## src/rtl/qpb_pkg.sv

```systemverilog
package qpb_pkg;
  typedef enum logic {
    SEEK_SINGLE = 1'b0,
    SEEK_GROUP  = 1'b1
  } seek_kind_e;
endpackage

```

## src/rtl/qpb_seek_decode.sv

```systemverilog
module qpb_seek_decode #(
  parameter int NQ = 8,
  parameter int NG = 2,
  parameter int LR = 4,
  parameter logic [NG*NQ-1:0] GROUP_MASK = '0,
  localparam int QW = $clog2(NQ),
  localparam int RW = $clog2(LR)
) (
  input  logic          seek_valid,
  input  logic          seek_group,
  input  logic [QW-1:0] seek_id,
  output logic [NQ-1:0] hit,
  output logic          link_load,
  output logic [RW-1:0] link_region
);
  import qpb_pkg::*;

  seek_kind_e kind;
  assign kind = seek_kind_e'(seek_group);

  always_comb begin
    hit = '0;
    if (seek_valid) begin
      if (kind == SEEK_SINGLE) begin
        hit[seek_id] = 1'b1;
      end else begin
        for (int g = 0; g < NG; g++) begin
          if (int'(seek_id) == g) hit = GROUP_MASK[g*NQ +: NQ];
        end
      end
    end
  end

  // lowest covered member drives the large queue unless it is hit itself
  always_comb begin
    link_load   = 1'b0;
    link_region = '0;
    if (!hit[0]) begin
      for (int i = LR - 1; i >= 1; i--) begin
        if (hit[i]) begin
          link_load   = 1'b1;
          link_region = RW'(i);
        end
      end
    end
  end
endmodule

```

## src/rtl/qpb_ptr_slot.sv

```systemverilog
module qpb_ptr_slot #(
  parameter int W = 8
) (
  input  logic         clk,
  input  logic         rst_n,
  input  logic         load,
  input  logic [W-1:0] load_val,
  input  logic         step,
  output logic [W-1:0] ptr
);
  always_ff @(posedge clk) begin
    if (!rst_n)     ptr <= '0;
    else if (load)  ptr <= load_val;
    else if (step)  ptr <= ptr + 1'b1;
  end

  a_r2_step: assert property (@(posedge clk) disable iff (!rst_n)
    (step && !load) |=> ptr == W'($past(ptr) + 1'b1));
  a_r5_load: assert property (@(posedge clk) disable iff (!rst_n)
    load |=> ptr == $past(load_val));
  a_r8_idle: assert property (@(posedge clk) disable iff (!rst_n)
    (!step && !load) |=> $stable(ptr));
endmodule

```

## src/rtl/qpb_addr_gen.sv

```systemverilog
module qpb_addr_gen #(
  parameter int NQ = 8,
  parameter int PW = 8,
  parameter int LR = 4,
  localparam int QW = $clog2(NQ),
  localparam int LW = PW + $clog2(LR),
  localparam int AW = QW + PW
) (
  input  logic [QW-1:0] qid,
  input  logic [LW-1:0] ptr,
  output logic [AW-1:0] addr
);
  // queue 0 base is one region below queue 1
  always_comb begin
    if (qid == '0) addr = AW'(ptr);
    else           addr = {qid, ptr[PW-1:0]};
  end
endmodule

```

## src/rtl/qpb_bank.sv

```systemverilog
module qpb_bank #(
  parameter int NQ = 8,
  parameter int NG = 2,
  parameter int PW = 8,
  parameter int LR = 4,
  parameter int DW = 8,
  parameter logic [NG*NQ-1:0] GROUP_MASK = 16'b0011_0000_1100_0100,
  parameter logic [NQ-1:0]    GATE_EN    = 8'b0010_0000,
  parameter logic [NQ*8-1:0]  GATE_SRC   = 64'h0000_0400_0000_0000,
  localparam int QW = $clog2(NQ),
  localparam int RW = $clog2(LR),
  localparam int LW = PW + RW,
  localparam int AW = QW + PW
) (
  input  logic          clk,
  input  logic          rst_n,
  input  logic          seek_valid,
  input  logic          seek_group,
  input  logic [QW-1:0] seek_id,
  input  logic [PW-1:0] seek_offset,
  input  logic          rd_valid,
  output logic          rd_ready,
  input  logic [QW-1:0] rd_queue,
  output logic          rsp_valid,
  input  logic          rsp_ready,
  output logic [DW-1:0] rsp_data,
  output logic [AW-1:0] mem_addr_a,
  input  logic [DW-1:0] mem_data_a,
  output logic [AW-1:0] mem_addr_b,
  input  logic [DW-1:0] mem_data_b
);
  logic [NQ-1:0] hit;
  logic          link_load;
  logic [RW-1:0] link_region;
  logic [LW-1:0] ptr_all [NQ];
  logic [NQ-1:0] step;
  logic          acc, gated, step_main, step_ctrl;
  logic [QW-1:0] ctrl_id;

  qpb_seek_decode #(.NQ(NQ), .NG(NG), .LR(LR), .GROUP_MASK(GROUP_MASK)) u_dec (
    .seek_valid(seek_valid), .seek_group(seek_group), .seek_id(seek_id),
    .hit(hit), .link_load(link_load), .link_region(link_region)
  );

  assign rd_ready  = !rsp_valid || rsp_ready;
  assign acc       = rd_valid && rd_ready;
  assign gated     = GATE_EN[rd_queue];
  assign ctrl_id   = GATE_SRC[int'(rd_queue)*8 +: QW];
  assign step_main = acc && (!gated || (mem_data_b != '0));
  assign step_ctrl = acc && gated;

  always_comb begin
    for (int i = 0; i < NQ; i++) begin
      step[i] = (step_main && (int'(rd_queue) == i)) ||
                (step_ctrl && (int'(ctrl_id) == i));
    end
  end

  for (genvar i = 0; i < NQ; i++) begin : g_slot
    if (i == 0) begin : g_large
      logic [LW-1:0] lval;
      assign lval = hit[0] ? {RW'(0), seek_offset} : {link_region, seek_offset};
      qpb_ptr_slot #(.W(LW)) u_slot (
        .clk(clk), .rst_n(rst_n), .load(hit[0] || link_load), .load_val(lval),
        .step(step[0]), .ptr(ptr_all[0])
      );
    end else begin : g_small
      logic [PW-1:0] p;
      qpb_ptr_slot #(.W(PW)) u_slot (
        .clk(clk), .rst_n(rst_n), .load(hit[i]), .load_val(seek_offset),
        .step(step[i]), .ptr(p)
      );
      assign ptr_all[i] = {RW'(0), p};
    end
  end

  qpb_addr_gen #(.NQ(NQ), .PW(PW), .LR(LR)) u_addr_a (
    .qid(rd_queue), .ptr(ptr_all[rd_queue]), .addr(mem_addr_a)
  );
  qpb_addr_gen #(.NQ(NQ), .PW(PW), .LR(LR)) u_addr_b (
    .qid(ctrl_id), .ptr(ptr_all[ctrl_id]), .addr(mem_addr_b)
  );

  always_ff @(posedge clk) begin
    if (!rst_n) begin
      rsp_valid <= 1'b0;
      rsp_data  <= '0;
    end else if (acc) begin
      rsp_valid <= 1'b1;
      rsp_data  <= mem_data_a;
    end else if (rsp_ready) begin
      rsp_valid <= 1'b0;
    end
  end

  a_r10_hold: assert property (@(posedge clk) disable iff (!rst_n)
    (rsp_valid && !rsp_ready) |=> rsp_valid && $stable(rsp_data));
  a_r6_link: assert property (@(posedge clk) disable iff (!rst_n)
    (seek_valid && !seek_group && seek_id != '0 && int'(seek_id) < LR)
      |=> ptr_all[0] == {$past(seek_id[RW-1:0]), $past(seek_offset)});
  a_r2_resp: assert property (@(posedge clk) disable iff (!rst_n)
    acc |=> rsp_valid);
endmodule

```

## config.mk

```make
export PLATFORM = sky130hd
export DESIGN_NAME = qpb_bank
export DESIGN_NICKNAME = d
export VERILOG_FILES = /design/src/rtl/qpb_pkg.sv /design/src/rtl/qpb_seek_decode.sv /design/src/rtl/qpb_ptr_slot.sv /design/src/rtl/qpb_addr_gen.sv /design/src/rtl/qpb_bank.sv
export SDC_FILE = /design/constraint.sdc
export NUM_CORES = 1
export LEC_CHECK = 0
export CORE_ASPECT_RATIO = 2
export CORE_MARGIN = 4
export CORE_UTILIZATION = 28
export CTS_BUF_LIST = sky130_fd_sc_hd__clkbuf_2
export DETAILED_ROUTE_END_ITERATION = 12
export DONT_BUFFER_PORTS = 1
export PLACE_DENSITY = 0.41
export SYNTH_ARGS = -nofsm -noshare
export SYNTH_HDL_FRONTEND = slang
export SYNTH_HIERARCHICAL = 1
export SYNTH_SLANG_ARGS = --single-unit
export TNS_END_PERCENT = 10
```

## constraint.sdc

```tcl
create_clock -name clk -period 2.75 [get_ports clk]
set_input_delay 0.6875 -clock clk [delete_from_list [all_inputs] [get_ports clk]]
set_output_delay 0.6875 -clock clk [all_outputs]
set_load 0.05 [all_outputs]
```

Word-level counts from Yosys, hierarchy flattened
Memory sizes are Yosys's and may differ from the RTL's.
Index checks and enable logic that the tools add are counted.
{ "word_totals": {"ff_bits": 75, "romBits": 8, "inputBits": 36, "out_inout_bits": 32, "n_memories": 1} }
{ "classes": {"add_sub_neg": 8, "magnitude_cmp": 5, "n_eq_ne": 15, "shift": 1, "mux": 41, "bitwise": 2, "reduce_logical": 48} }
{ "mem_list": {"columns": ["name", "depth", "width", "rd", "rd_ports_with_merged_regs", "write_ports", "line_no", "rtl"], "rows": [
  ["(no name shown)", 8, 1, 1, 0, 0, "qpb_bank.sv:47", "assign gated = GATE_EN[rd_queue];"]
]} }
{ "ops": {"columns": ["cell", "count"], "rows": [
  ["$mux W8", 18],
  ["$mux W10", 7],
  ["$shiftx A64 B7 Y3 const A", 1],
  ["$bmux W10 S3", 2],
  ["$add A8 B1 Y8 const B", 7],
  ["$eq A3 B3 Y1 const B", 8],
  ["$mux W11", 2],
  ["$logic_and A1 B1 Y1", 20],
  ["$reduce_bool A2 Y1", 9],
  ["$eq A3 B2 Y1 const B", 5],
  ["$logic_not A3 Y1", 5],
  ["$logic_or A1 B1 Y1", 11],
  ["$add A10 B1 Y10 const B", 1],
  ["$ge A4 B4 Y1 const B", 2],
  ["$lt A3 B4 Y1 const B", 2],
  ["$mux W1", 8],
  ["$not A3 Y4", 2],
  ["$reduce_bool A8 Y1", 1],
  ["$eq A3 B1 Y1 const B", 2],
  ["$mux W2", 3],
  ["$demux W1 S3", 1],
  ["$ge A3 B1 Y1 const B", 1],
  ["$logic_not A1 Y1", 2]
]} }

Depth between registers and ports, before layout
{ "logic_depth": {"word_depth": 12, "mapped_depth": 9, "ltp_nobuf": 8} }

By module
The synthesis kept the hierarchy.
{ "by_module_without_submodules": {"columns": ["module", "n_inst", "cells_per_inst", "area_each_um2", "seq_area_each_um2"], "rows": [
  ["qpb_ptr_slot (g_slot[1].g_small.u_slot ...)", 7, 55, 461.7, 160.2],
  ["qpb_bank", 1, 139, 1221.2, 180.2],
  ["qpb_ptr_slot (g_slot[0].g_large.u_slot)", 1, 65, 540.5, 200.2],
  ["qpb_seek_decode", 1, 30, 225.2, 0.0],
  ["qpb_addr_gen", 2, 13, 91.3, 0.0]
]} }

Worst setup path before layout
Ideal clock, no wire load.
{ "synth_path": {"kind": "input-to-output", "startpoint": "input port rd_queue[2]", "endpoint": "output port mem_addr_a[8]", "arrival_time_ns": 1.953, "required_time_ns": 2.062, "slack_ns": 0.110, "cell_stages": 6, "path_buffers": 2, "cell_sequence": "clkbuf_2 > or2_1 > buf_6 > nor3b_1 > nor3b_1 > or2_1"} }
{ "synth_via": {"elab_chain_cells": 5, "elab_cells_between_ends": 6, "classes_between": "mux (4); bitwise (1); reduce/logical (1)"} }
{ "synth_rtl": {"columns": ["item", "line_no", "rtl"], "rows": [
  ["start, declared", "qpb_bank.sv:23", "input logic [QW-1:0] rd_queue,"],
  ["$not A3 Y4 (not written as such)", "qpb_bank.sv:78", ".qid(rd_queue), .ptr(ptr_all[rd_queue]), .addr(mem_addr_a)"],
  ["$bmux W10 S3", "qpb_bank.sv:78", null],
  ["$mux W10 (not written as such) (2 in a row)", "qpb_bank.sv:78", null],
  ["$mux W11 *", "qpb_addr_gen.sv:15", "if (qid == '0) addr = AW'(ptr);"],
  ["end, declared", "qpb_bank.sv:27", "output logic [AW-1:0] mem_addr_a,"]
]} }
Mark *: on every way between the ends. The rest lies on a longest branch, timed or not. The select of a mux whose other input is x is not followed.

Worst setup path in the final report
{ "layout_path": {"startpoint": "register g_slot[6].g_small.u_slot.ptr[1]", "endpoint": "output port mem_addr_a[1]"} }
{ "layout_via": {"elab_chain_cells": 4} }
{ "layout_rtl": {"columns": ["item", "line_no", "rtl"], "rows": [
  ["start, declared", "qpb_ptr_slot.sv:9", "output logic [W-1:0] ptr"],
  ["start signal, assigned", "qpb_ptr_slot.sv:13", "else if (load) ptr <= load_val;"],
  ["start signal, assigned", "qpb_ptr_slot.sv:14", "else if (step) ptr <= ptr + 1'b1;"],
  ["$bmux W10 S3", "qpb_bank.sv:78", null],
  ["$mux W10 (not written as such) (2 in a row)", "qpb_bank.sv:78", null],
  ["$mux W11", "qpb_addr_gen.sv:15", null]
]} }
Every way passes these cells. The select of a mux whose other input is x is not followed.

==> run metrics <==
status=completed; via/cell ratio=5.340; CTS root buf=clkbuf_2; number of remaining DRC errors=0; Post-Syn Instances=645; Synth async-reset ratio=0%; layout cells sized above 1=16.15%; syn avg cell area=8.374 µm²; Setup crit start=g_slot[6].g_small.u_slot/ptr[1]; Post-DP HPWL=13240 µm; static leakage=2.070 nW; nature of the critical path endpoint=primary output; GP Congestion=0.8404; final worst setup slack=0.1236 ns; Non-Filler Instances=906; worst vdd ir=160.1 µV; pin count of the biggest net entering global routing=86; Pre-Repair DR Iteration Count=4; critical path class=flop to primary output; worst hold path class=primary input to flop; Synth Register Bits=75; r2r startpoint=rsp_valid; FF-to-FF End=g_slot[5].g_small.u_slot/ptr[7]; final worst-path cycle share=95.50%; die height=204.4 µm; RSZ-0062 raised after global routing=yes; Post-Place Setup Slack=0.1708 ns; placed cells=889; DRT iter0 DRCs=258; antenna violations before repair=1; Tmin final=2.626 ns; max frequency=380.8 MHz; area of the multi-input gates=3525 µm²; IO Count=68; leading area contributor after synthesis=dfxtp_1; Clock Skew=0.03348 ns; clk buf depth=2; setup TNS=0 ns; total grt overflow=0; Worst Hold Launch=seek_offset[1]; Synth top cells by count=dfxtp_1, o21ai_0, nand3_1; post-place instance area=5672 µm²; hold path depth=2; Hold Path Sink=g_slot[0].g_large.u_slot/ptr[1]; Worst Path Arrival=1.94 ns; Main synth FF type=dfxtp_1; register area=1510 µm²; sequential area share after synthesis=27.80%; nets=689; Area Growth Syn to Fin=7.737%; worst skew pair latency=0.60 ns; mapped cell area=5401 µm²; Distinct cells, synth=59; Rows=71; core area=18920 µm²; Reg2Reg Depth=8; DR vias=4838; Initial Utilization=28.55%; hold-fix buffers at CTS=0; Final Cell Area=5819 µm²; crit start category=flop; vias in the first global route=4849; post-synth top area share=27.80%; Final ANT Viol Nets=0; Hold Fails Final Rpt=0; port bufs=0; Post-synth EDFFs=0; PD cells=404.0 nW/µm²; count leader, synth=dfxtp_1; Worst Path Required=2.06 ns; Die Width=106.2 µm; headroom to the max-slew limit=65.16%; Area contributors post-synth=dfxtp_1, o21ai_0, mux2_2; Die Footprint=21710 µm²; Crit Path Max Fanout=5; flop2flop setup slack=0.41 ns; wirelength, routed=17960 µm; Slew Limit Fails=0; final core utilization=30.75%; global-route usage over all layers=16.65%; CTS buffer count=9; clk slew on worst S/H paths=0.25 ns; first-pass GRT wire length=27510 µm; H-tree levels=3; CTS tree=done; wire per inst=19.82 µm; CTS Sinks=75; Fill cells=2016; Yosys warnings=6; endpoints failing setup=0; max_cap viols=0; Slew @ Worst Pin=0.5219 ns
-- worst max-delay path, cell delays in order, from the launching register on --
cell      delay (ns)
dfxtp_1         0.45
mux2_2          0.20
o22ai_1         0.13
a211oi_2        0.33
buf_4           0.26
-- layout make-up --
type                    count  area share, %
clock inverters             6          1.376
inverters                  12         0.7740
flip-flops and latches     75          25.95
diodes                      1        0.04300
multi-input cells         512          60.57
clock buffers              10         0.8600
well taps                 255          5.483
repair buffers             35          4.945
-- kinds of logic (layout without fill, tap and decap cells) --
group                      after synthesis  in the layout  share of synthesized area [%]
and+or+nand+nor                        259            259                          29.63
AOI/OAI and AO/OA                      165            165                          18.95
DFF                                     75             75                          27.80
buffers and inverters                   61             63                          7.574
xor gates and xnor gates                39             39                          6.324
muxes                                   37             37                          7.806
adders and majority gates                8              8                          1.853
other                                    1              5                        0.06943
-- power by group --
group / leakage, nW / total, W / switching (W) / internal [W]
Sequential: 0.613 / 0.00122 / 0.0000836 / 0.00113
Combinational: 1.38 / 0.000405 / 0.000243 / 0.000162
Clock: 0.0770 / 0.000731 / 0.000434 / 0.000297
-- routing by layer --
layer	vias to the layer above	part of all wire, %	GRT usage [%]
met5	-	0	0
met2	128	53	30.78
met4	0	3.9	8.198
li1	2367	-	-
met1	2311	38	17.31
met3	32	5.0	3.857
-- flip-flops by register name, indices dropped and copies added (netlist names) --
| register | count |
|---|---|
| rsp_valid | 1 |
| g_slot.g_large.u_slot/ptr | 10 |
| g_slot.g_small.u_slot/ptr | 56 |
| rsp_data | 8 |
-- placed cells by master, fill, tap and decap left out, drive strengths merged, types with 8 or more instances in the layout --
cell and count:
xor2 17, nor3 8, nand2 34, a211oi 8
xnor2 22, nand2b 14, nand3 48, mux2i 11
buf 35, o22ai 17, nand4 24, inv 12
and2 31, nand3b 11, o211ai 14, clkbuf 10
mux2 26, ha 8, o21ai 68, dfxtp 75
or4 14, a21oi 27, nor3b 25, a21boi 10
nor2 15
-- timing repair --
item                       in CTS  in global routing
resized for setup               2                  6
setup endpoints to repair       2                  4
buffers inserted                0                  0
-- worst max-delay path by stage --
stage	cells past startpoint	end	slack (ns)
after floorplan	6	mem_addr_a[8]	0.11
after global placement	8	g_slot[5].g_small.u_slot/ptr[7]	0.26
after detailed placement	8	g_slot[5].g_small.u_slot/ptr[7]	0.17
after CTS	4	mem_addr_a[0]	0.04
after global routing	4	mem_addr_a[2]	-0.002
final	4	mem_addr_a[1]	0.12
-- per-stage QoR --
stage,power [W],hold WS [ns]
floorplan,0.001586,0.4817
global placement,0.001635,0.5031
detailed placement,0.001640,0.5153
CTS,0.002383,0.1478
global route,0.002456,0.1530
finish,0.002351,0.2173
Note: power is estimated with default switching activity, not from simulation.
